## src/rtl/ontime_pkg.sv

```systemverilog
package ontime_pkg;
  // Ceiling ratios: HI/DEN of the period at zero current, LO/DEN at full scale.
  localparam int ONT_HI_NUM = 4;
  localparam int ONT_LO_NUM = 2;
  localparam int ONT_DEN    = 5;
  localparam int ONT_SLOPE  = ONT_HI_NUM - ONT_LO_NUM;
endpackage

```

## src/rtl/ontime_limit_calc.sv

```systemverilog
module ontime_limit_calc
  import ontime_pkg::*;
#(
  parameter int PER_W      = 12,
  parameter int CODE_W     = 8,
  parameter int FULL_SCALE = 200
) (
  input  logic              clk,
  input  logic              rst,
  input  logic              period_start,
  input  logic [PER_W-1:0]  period_len,
  input  logic [CODE_W-1:0] isense_code,
  output logic [PER_W-1:0]  lim_next,
  output logic [PER_W-1:0]  lim_q
);
  localparam int MULT_W = $clog2(ONT_HI_NUM * FULL_SCALE + 1);
  localparam int PROD_W = PER_W + MULT_W;
  localparam logic [CODE_W-1:0] FS_CODE = CODE_W'(FULL_SCALE);
  localparam logic [MULT_W-1:0] TOP_MULT = MULT_W'(ONT_HI_NUM * FULL_SCALE);
  localparam logic [MULT_W-1:0] SLOPE_M  = MULT_W'(ONT_SLOPE);
  localparam logic [PROD_W-1:0] DIVISOR  = PROD_W'(ONT_DEN * FULL_SCALE);

  logic [CODE_W-1:0] code_sat;
  logic [MULT_W-1:0] mult;
  logic [PROD_W-1:0] prod;
  logic [PROD_W-1:0] quot;

  always_comb begin
    code_sat = (isense_code > FS_CODE) ? FS_CODE : isense_code;
    mult     = TOP_MULT - (MULT_W'(code_sat) * SLOPE_M);
    prod     = PROD_W'(period_len) * PROD_W'(mult);
    quot     = prod / DIVISOR;
    lim_next = quot[PER_W-1:0];
  end

  always_ff @(posedge clk) begin
    if (rst) begin
      lim_q <= '0;
    end else if (period_start) begin
      lim_q <= lim_next;
    end
  end

  AST_LIM_HOLD: assert property (@(posedge clk) disable iff (rst)
    !period_start |=> $stable(lim_q));

  AST_LIM_BAND: assert property (@(posedge clk) disable iff (rst)
    period_start |=>
      (int'(lim_q) * ONT_DEN <= int'($past(period_len)) * ONT_HI_NUM) &&
      (int'(lim_q) * ONT_DEN + ONT_DEN > int'($past(period_len)) * ONT_LO_NUM));
endmodule

```

## src/rtl/ontime_gate.sv

```systemverilog
module ontime_gate #(
  parameter int PER_W = 12
) (
  input  logic             clk,
  input  logic             rst,
  input  logic             period_start,
  input  logic             pwm_req,
  input  logic [PER_W-1:0] lim_use,
  output logic [PER_W-1:0] on_cnt,
  output logic             hs_q,
  output logic             trunc_q
);
  logic [PER_W-1:0] cnt_base;
  logic             grant;

  always_comb begin
    cnt_base = period_start ? '0 : on_cnt;
    grant    = pwm_req && (cnt_base < lim_use);
  end

  always_ff @(posedge clk) begin
    if (rst) begin
      on_cnt  <= '0;
      hs_q    <= 1'b0;
      trunc_q <= 1'b0;
    end else begin
      on_cnt  <= cnt_base + PER_W'(grant);
      hs_q    <= grant;
      trunc_q <= pwm_req && !grant && hs_q;
    end
  end

  AST_TRUNC_SINGLE: assert property (@(posedge clk) disable iff (rst)
    trunc_q |=> !trunc_q);

  AST_TRUNC_CAUSE: assert property (@(posedge clk) disable iff (rst)
    trunc_q |-> (!hs_q && $past(pwm_req)));

  AST_NO_STRETCH: assert property (@(posedge clk) disable iff (rst)
    (trunc_q && !period_start) |=> !hs_q);
endmodule

```

## src/rtl/ontime_ceiling.sv

```systemverilog
module ontime_ceiling #(
  parameter int PER_W      = 12,
  parameter int CODE_W     = 8,
  parameter int FULL_SCALE = 200
) (
  input  logic              clk,
  input  logic              rst,
  input  logic              period_start,
  input  logic [PER_W-1:0]  period_len,
  input  logic              pwm_req,
  input  logic [CODE_W-1:0] isense_code,
  output logic              hs_gate,
  output logic              limit_hit
);
  logic [PER_W-1:0] lim_next;
  logic [PER_W-1:0] lim_q;
  logic [PER_W-1:0] lim_use;
  logic [PER_W-1:0] on_cnt;

  ontime_limit_calc #(
    .PER_W(PER_W), .CODE_W(CODE_W), .FULL_SCALE(FULL_SCALE)
  ) u_calc (
    .clk(clk), .rst(rst), .period_start(period_start),
    .period_len(period_len), .isense_code(isense_code),
    .lim_next(lim_next), .lim_q(lim_q)
  );

  assign lim_use = period_start ? lim_next : lim_q;

  ontime_gate #(.PER_W(PER_W)) u_gate (
    .clk(clk), .rst(rst), .period_start(period_start), .pwm_req(pwm_req),
    .lim_use(lim_use), .on_cnt(on_cnt), .hs_q(hs_gate), .trunc_q(limit_hit)
  );

  AST_HS_NEEDS_REQ: assert property (@(posedge clk) disable iff (rst)
    hs_gate |-> $past(pwm_req));

  AST_CNT_WITHIN_LIM: assert property (@(posedge clk) disable iff (rst)
    on_cnt <= lim_q);

  AST_RESET_QUIET: assert property (@(posedge clk)
    $past(rst) |-> (!hs_gate && !limit_hit && on_cnt == '0));
endmodule

```

## config.mk

```make
export PLATFORM = sky130hd
export DESIGN_NAME = ontime_ceiling
export DESIGN_NICKNAME = d
export VERILOG_FILES = /design/src/rtl/ontime_pkg.sv /design/src/rtl/ontime_limit_calc.sv /design/src/rtl/ontime_gate.sv /design/src/rtl/ontime_ceiling.sv
export SDC_FILE = /design/constraint.sdc
export NUM_CORES = 1
export LEC_CHECK = 0
export BUFFER_PORTS_ARGS = -buffer_cell sky130_fd_sc_hd__clkbuf_2
export CORE_MARGIN = 1
export CORE_UTILIZATION = 51
export CTS_BUF_LIST = sky130_fd_sc_hd__clkbuf_16
export DETAILED_ROUTE_END_ITERATION = 16
export PLACE_DENSITY = 0.65
export SLEW_MARGIN = 20
export SYNTH_ARGS = -nofsm -noshare
export SYNTH_HDL_FRONTEND = slang
export SYNTH_SLANG_ARGS = --single-unit
export TNS_END_PERCENT = 100
```

## constraint.sdc

```tcl
create_clock -name clk -period 20.5 [get_ports clk]
set_input_delay 4.1 -clock clk [delete_from_list [all_inputs] [get_ports clk]]
set_output_delay 4.1 -clock clk [all_outputs]
set_load 0.01 [all_outputs]
```

After elaboration in Yosys (flattened, before gate mapping)
Index checks and enable logic that the tools add are counted.
{"block": "op_classes", "mux": 3, "n_div": 1, "order_cmp": 2, "multipliers": 1, "addsub": 2, "n_reduce_logical": 4}
{"op": "$mux 12", "n": 2}
{"op": "$div 22x10->22 const B", "n": 1}
{"op": "$mul 12x10->22", "n": 1}
{"op": "$add 12x1->12", "n": 1}
{"op": "$lt 12x12->1", "n": 1}
{"op": "$sub 10x9->10 const A", "n": 1}
{"op": "$gt 8x8->1 const B", "n": 1}
{"op": "$mux 8", "n": 1}
{"op": "$logic_and 1x1->1", "n": 3}
{"op": "$logic_not 1->1", "n": 1}
{"block": "word_totals", "inputBits": 24, "regBits": 26, "wordCells": 17}

Longest topological paths before layout
Gate-level depths: netlist of the first run.
{"block": "depth", "word_depth": 11, "ltp_mapped": 77, "ltp_nobuf": 65}

Cells and area by module
A second synthesis of the first run with hierarchy kept.
{"block": "hier_totals", "cells_unflattened": 1159, "area_unflattened_um2": 9203.8}
{"mod": "ontime_limit_calc", "n_inst": 1, "cells_each": 1027, "area_each_um2": 8015.2}
{"mod": "ontime_gate", "n_inst": 1, "cells_each": 119, "area_each_um2": 1004.7}
{"mod": "ontime_ceiling", "n_inst": 1, "cells_each": 13, "area_each_um2": 183.9}

Worst setup path after synthesis of the first run
Ideal clock, no wire load.
{"block": "synth_path", "path_kind": "input port to flip-flop", "start": "in isense_code[0]", "end": "reg u_gate.on_cnt[10]", "required_ps": 20429, "arrival_time_ps": 19087, "stages": 68, "n_path_buf": 9, "slack_ps": 1342, "cell_sequence": "or3_1 > a211o_1 > nand3_1 > and2_1 > clkbuf_1 > inv_1 > ha_1 > nand2_1 > and2_1 > nor2_1 > nor3b_1 > nor2_1 > clkbuf_1 > and2_1 > fa_1 > fa_1 > fa_1 > fa_1 > [... 32 more ...] > o2111ai_2 > mux2_4 > a41o_1 > buf_6 > mux2_4 > o22a_4 > o21a_1 > mux2i_1 > ha_1 > o2111ai_1 > a32oi_1 > nand2_1 > ha_1 > ha_1 > and3_1 > nand3_1 > or3_1 > a21oi_1"}
{"block": "synth_via", "elab_chain_cells": 9}
{"item": "start: declaration", "line_no": "ontime_ceiling.sv:11", "source": "input logic [CODE_W-1:0] isense_code,"}
{"item": "$gt 8x8->1", "line_no": "ontime_limit_calc.sv:29", "source": "code_sat = (isense_code > FS_CODE) ? FS_CODE : isense_code;"}
{"item": "$mux 8 (*)", "line_no": "ontime_limit_calc.sv:29"}
{"item": "$sub 10x9->10 (*)", "line_no": "ontime_limit_calc.sv:30", "source": "mult = TOP_MULT - (MULT_W'(code_sat) * SLOPE_M);"}
{"item": "$mul 12x10->22 (*)", "line_no": "ontime_limit_calc.sv:31", "source": "prod = PROD_W'(period_len) * PROD_W'(mult);"}
{"item": "$div 22x10->22 (*)", "line_no": "ontime_limit_calc.sv:32", "source": "quot = prod / DIVISOR;"}
{"item": "$mux 12 (*)"}
{"item": "$lt 12x12->1 (*)", "line_no": "ontime_gate.sv:18", "source": "grant = pwm_req && (cnt_base < lim_use);"}
{"item": "$logic_and 1x1->1 (*)", "line_no": "ontime_gate.sv:18"}
{"item": "net u_gate.grant", "line_no": "ontime_gate.sv:14", "source": "logic grant;"}
{"item": "$add 12x1->12 (*)", "line_no": "ontime_gate.sv:27", "source": "on_cnt <= cnt_base + PER_W'(grant);"}
{"item": "end signal: assignment", "line_no": "ontime_gate.sv:27"}
{"item": "end: declaration", "line_no": "ontime_gate.sv:9", "source": "output logic [PER_W-1:0] on_cnt,"}
The timed path passes the listed nets; every way through them passes the cells marked *.
A chain may end at the register's enable or synchronous reset.

Final worst setup path of the first run
{"block": "layout_path", "start": "in isense_code[0]", "end": "reg u_gate.on_cnt[11]"}
Same word-level chain as after synthesis.

==> results of run 1 <==
==> cells in the mapped netlist (all sizes together), types with 21 or more instances <==
cell,count
nand2,122
xor2,21
nand3,27
nor3,38
xnor2,33
nor2,86
fa,71
o211ai,22
a21oi,56
inv,81
ha,70
clkbuf,35
dfxtp,26
o21ai,50
and2,63
==> timing repair <==
| item | 4_1_cts | 5_1_grt |
|---|---|---|
| gates resized for setup | 0 | 35 |
| setup buffers | 0 | 11 |
| endpoints found under the setup margin | 0 | 12 |
==> cell families after synthesis <==
group	synth area share
buffers and inverters	0.0816
muxes	0.0241
xor gates and xnor gates	0.0565
AOI/OAI and AO/OA	0.258
DFF	0.0580
adders and majority gates	0.262
and+or+nand+nor	0.260
==> worst paths after layout <==
check | start | end | slack, ps | depth (start not counted)
min reg2reg | u_calc.lim_q[0] | u_calc.lim_q[0] | 500 | 2
max reg2reg | u_gate.on_cnt[5] | u_gate.on_cnt[10] | 17060 | 17
min | u_calc.lim_q[0] | u_calc.lim_q[0] | 500 | 2
max | isense_code[0] | u_gate.on_cnt[11] | 900 | 63
==> final cells by class <==
class,instances,area (um^2),share of cell area
repair buffers,67,440,0.0462
well taps,225,282,0.0295
inverters,81,304,0.0319
flip-flops and latches,26,520,0.0546
multi-input cells,964,7910,0.830
clock inverters,1,3.75,0.000394
clock buffers,3,75.1,0.00787
==> registers in the layout (all words and copies together), names as in the netlist <==
register,cells
u_gate.hs_q,1
u_gate.on_cnt,12
u_gate.trunc_q,1
u_calc.lim_q,12
==> layer usage <==
layer	routed length, um	share of wire	vias up	track usage
li1	-	-	4076	-
met1	10600	0.48	3898	0.358
met2	10000	0.46	243	0.400
met3	1000	0.046	31	0.0176
met4	308	0.014	0	0.0306
met5	0	0	-	0
==> per-stage QoR <==
stage / area, um^2 / setup TNS [ps] / util / hold slack (ps)
after floorplan: 8970 / 0 / - / 461
after global placement: 9190 / 0 / 0.533 / 483
after detailed placement: 9190 / 0 / 0.533 / 485
after CTS: 9270 / 0 / 0.538 / 502
after global routing: 9530 / -82.9 / 0.553 / 520
final: 9530 / 0 / 0.553 / 501
==> critical path: cells and delay by family <==
kind | cells | cell delay (ps)
AND/OR/NAND/NOR | 26 | 5430
AO/OA/AOI/OAI | 17 | 4450
adder cells (fa/ha/maj) | 10 | 3680
multiplexers | 4 | 1170
XOR/XNOR | 3 | 540
buffers and inverters | 3 | 320
==> results by group, run 1 <==
Run status
  • Status: completed

Clock network
  • CTS root buf: clkbuf_16
  • Worst skew pair latency: 260 ps
  • Number of buffers added by the clock tree synthesis step: 3
  • Sink Count: 26
  • CTS Hold Bufs: 0
  • Clock edge transition at the registers on the reported setup and hold paths: 60 ps
  • Maximum level of the CTS H-tree: 1
  • Number of buffers between clock root and the deepest sink: 2
  • CTS tree: built

STA
  • Relative max-transition margin: 0.302
  • Clock skew: 2.60 ps
  • Number of pins with negative max-slew slack in the final report: 0
  • Setup-violating endpoint count in the final report: 0
  • Highest clock rate: 51.0 MHz
  • Clock period minus worst slack: 19600 ps
  • Slew of the pin with the lowest slew margin: 1040 ps
  • Worst setup margin: 900 ps
  • Total count of hold-check failures in the final report: 0
  • Period Utilization, post-route: 0.956

Placement
  • Total of buffers placed on input and output ports: 25
  • Pre-CTS setup slack: 252 ps
  • Final weighted congestion in routability-driven placement: 0.926
  • Placed Cells incl. Taps: 1352
  • Placed wire-length estimate: 17400 um

Synthesis
  • Post-Synthesis Mean Instance Area: 7.97 um^2
  • Post-synth ARST share: 0
  • Sequential element share of the synthesized area: 0.0580
  • Yosys synthesis warning count: 0
  • Commonest register cell after synthesis: dfxtp_1
  • Synthesized cell area: 8970 um^2
  • Share of the synthesized area in the top cell type: 0.158
  • EDFF count, synth: 0
  • Number of distinct library cells after synthesis: 122
  • Largest area contributor in the netlist: fa_1
  • Number of synthesized register bits: 26
  • Top area cells in the synthesized netlist: fa_1 (16%), ha_1 (9.8%), dfxtp_1 (5.8%)
  • Net count of the mapped netlist: 1291
  • Number of standard cells after synthesis: 1126

Critical path
  • Type of origin of the critical path: input port
  • Classification of the worst setup path: input port to register
  • Required time at the worst-slack endpoint: 20630 ps
  • Largest stage delay, worst path: 560 ps
  • Worst-path cell with the longest stage delay: a2111o_2
  • Largest fanout of any net on the critical path: 19
  • Crit end category: register
  • Arrival @ worst endpoint: 19730 ps

Finish
  • Fraction of layout cells with a size suffix above 1: 0.170
  • Number of antenna cells inserted: 0
  • Leading cell types in the layout, fill and taps excluded: nand2_1 (121), nor2_1 (83), inv_1 (80), fa_1 (71), ha_1 (67)
  • Most common cell after layout, fill and taps aside: nand2_1
  • Post-route insts no fill: 1367
  • Filler Cells Inserted: 1622
  • Nets: 1308
  • Synthesis-to-finish area growth: 6.23%

Routing
  • Final WL: 22000 um
  • Initial DRC Count: 610
  • Vias after detailed routing: 8248
  • Post-DR vias/cell: 6.03
  • DRC violation count after routing: 0
  • Routed len/inst: 16.1 um
  • DRT Pass-1 Iters: 5
  • Count of nets left with antenna violations after detail routing: 0

Global route
  • Number of antenna violations at the first check in global routing: 0
  • Overall track demand over capacity in global routing: 0.244
  • Maximum number of pins on one net before global-route repair: 37
  • Via count of the first global-routing pass: 7640
  • Wire length of the first global-routing pass: 37000 um
  • Overflow after GRT: 0

Floorplan
  • Row cnt: 48
  • Area of the core region: 17200 um^2
  • Die area: 18100 um^2
  • DIE WIDTH: 135 um
  • Vertical die dimension: 135 um
  • I/O pin total: 26
  • Effective utilization at floorplan: 0.521

Hold path
  • Worst min-delay path class: register to register

Job
  • Maximum Capacitance Violations: 0
Power of run 1 is not shown: default switching activity piles up to over one toggle a cycle in this logic, so the estimate is an artifact.
==> run 2: changes to the inputs <==
--- a/config.mk
+++ b/config.mk
@@ -10,7 +10,7 @@
 export CORE_UTILIZATION = 51
 export CTS_BUF_LIST = sky130_fd_sc_hd__clkbuf_16
 export DETAILED_ROUTE_END_ITERATION = 16
-export PLACE_DENSITY = 0.65
+export PLACE_DENSITY = 0.67
 export SLEW_MARGIN = 20
 export SYNTH_ARGS = -nofsm -noshare
 export SYNTH_HDL_FRONTEND = slang
==> constraint.sdc (replaced) <==
create_clock -name clk -period 22.5 [get_ports clk]
set_input_delay 4.5 -clock clk [delete_from_list [all_inputs] [get_ports clk]]
set_output_delay 4.5 -clock clk [all_outputs]
set_load 0.01 [all_outputs]
==> run 2 against run 1 <==
  * Register-to-register slack better by 1900 ps
  * Sequential share of layout area up 0.22 points
  * Utilization down 2.2 points
  * Hold slack worse by 2.7 ps
  * Largest cell class unchanged
  * First-iteration DRC count down 9.3%
  * Via count down 1.2%
  * Die area unchanged
  * Global-route usage down 0.60 points
  * Critical path depth down 4
==> results by group, run 2 (synthesis gave the netlist of run 1 again) <==
Clock network
  • Clock edge transition at the registers on the reported setup and hold paths: 70 ps
  • Sink Count: 26
  • Maximum level of the CTS H-tree: 1
  • Number of buffers between clock root and the deepest sink: 2
  • CTS root buf: clkbuf_16
  • CTS Hold Bufs: 0
  • Worst skew pair latency: 260 ps
  • Number of buffers added by the clock tree synthesis step: 3
  • CTS tree: built

Critical path
  • Largest fanout of any net on the critical path: 13
  • Largest stage delay, worst path: 640 ps
  • Reg2Reg Launch Point: u_gate.on_cnt[5]
  • Reg2reg end: u_gate.on_cnt[11]
  • Crit end category: register
  • Destination of the critical timing path: u_gate.on_cnt[11]
  • Reg2Reg Setup Slack: 18990 ps
  • Arrival @ worst endpoint: 21360 ps
  • Top cell by count, worst path: ha_1
  • Critical Path Stages: 59
  • Type of origin of the critical path: input port
  • Classification of the worst setup path: input port to register
  • Buffer and inverter count on the worst path: 2
  • Worst reg-to-reg path cell count: 18
  • Worst-path cell with the longest stage delay: a2111oi_2
  • Launching instance or port of the critical path: isense_code[0]
  • Required time at the worst-slack endpoint: 22640 ps
  • Dominant delay contributor by cell family on the critical path: compound AO/OA/AOI/OAI gates

STA
  • RSZ-0062 raised after global routing: no
  • Clock period minus worst slack: 21220 ps
  • Worst Hold Slack: 499 ps
  • Total Neg Setup Slack: 0 ps
  • Period Utilization, post-route: 0.943
  • Total count of hold-check failures in the final report: 0
  • Slew of the pin with the lowest slew margin: 1050 ps
  • Number of pins with negative max-slew slack in the final report: 0
  • Worst setup margin: 1280 ps
  • Setup-violating endpoint count in the final report: 0
  • Clock skew: 7.27 ps
  • Highest clock rate: 47.1 MHz
  • Relative max-transition margin: 0.297

Global route
  • Overall track demand over capacity in global routing: 0.238
  • Number of antenna violations at the first check in global routing: 0
  • Via count of the first global-routing pass: 7497
  • Wire length of the first global-routing pass: 36300 um
  • Maximum number of pins on one net before global-route repair: 37
  • Overflow after GRT: 0

Hold path
  • Worst min-delay path class: register to register

Routing
  • DRT Pass-1 Iters: 5
  • Vias after detailed routing: 8147
  • Initial DRC Count: 553
  • Post-DR vias/cell: 6.08
  • Final WL: 21300 um
  • Count of nets left with antenna violations after detail routing: 0
  • DRC violation count after routing: 0
  • Routed len/inst: 15.9 um

Floorplan
  • Die area: 18100 um^2
  • Area of the core region: 17200 um^2
  • DIE WIDTH: 135 um
  • Vertical die dimension: 135 um
  • I/O pin total: 26
  • Row cnt: 48
  • Effective utilization at floorplan: 0.521

Finish
  • Number of antenna cells inserted: 0
  • Synthesis-to-finish area growth: 2.06%
  • Nets: 1280
  • Leading cell types in the layout, fill and taps excluded: nand2_1 (121), nor2_1 (84), inv_1 (80), fa_1 (71), ha_1 (70)
  • Regs by FF count: u_calc.lim_q x12, u_gate.on_cnt x12
  • Most common cell after layout, fill and taps aside: nand2_1
  • Fraction of layout cells with a size suffix above 1: 0.128

Placement
  • Final weighted congestion in routability-driven placement: 0.897
  • Placed wire-length estimate: 17100 um
  • Total of buffers placed on input and output ports: 25
  • Pre-CTS setup slack: 852 ps

Job
  • Maximum Capacitance Violations: 0

Run status
  • Status: completed
## run 2: worst min path at each step
stage | start | end | slack, ps | cells after the start
floorplan | u_calc.lim_q[11] | u_calc.lim_q[11] | 460 | 2
global placement | u_calc.lim_q[5] | u_calc.lim_q[5] | 480 | 2
detailed placement | u_calc.lim_q[11] | u_calc.lim_q[11] | 490 | 2
CTS | u_calc.lim_q[11] | u_calc.lim_q[11] | 510 | 2
global route | u_calc.lim_q[11] | u_calc.lim_q[11] | 540 | 2
finish | u_calc.lim_q[5] | u_calc.lim_q[5] | 500 | 2
## run 2: timing repair
action	4_1_cts	5_1_grt
setup buffers	0	2
gates resized for setup	0	4
endpoints found under the setup margin	0	5
## run 2: per-stage QoR
stage,cells,cell area [um^2],util
after floorplan,1126,8970,-
after global placement,1333,9040,0.525
after detailed placement,1333,9050,0.525
after CTS,1337,9130,0.530
after global routing,1339,9160,0.531
final,1339,9160,0.531
## run 2: worst min-delay path: stages (launching register included)
cell and delay, ps:
dfxtp_1 310, mux2i_1 80, nor2_1 80
## run 2: layout make-up
cell class	instances	area (um^2)
tap	225	282
multi-input combinational	964	7740
clock inverter	1	3.75
fill	1696	8080
timing repair buffer	39	230
clock buffer	3	75.1
inverter	81	304
sequential	26	520
## run 2: metal layers
metal,vias to the layer above,part of all wire,global-route usage
li1,4021,-,-
met2,241,0.45,0.379
met3,17,0.049,0.0252
met4,0,0.010,0.0306
met1,3868,0.49,0.353
met5,-,0,0
Power of run 2 is left out for the same reason.
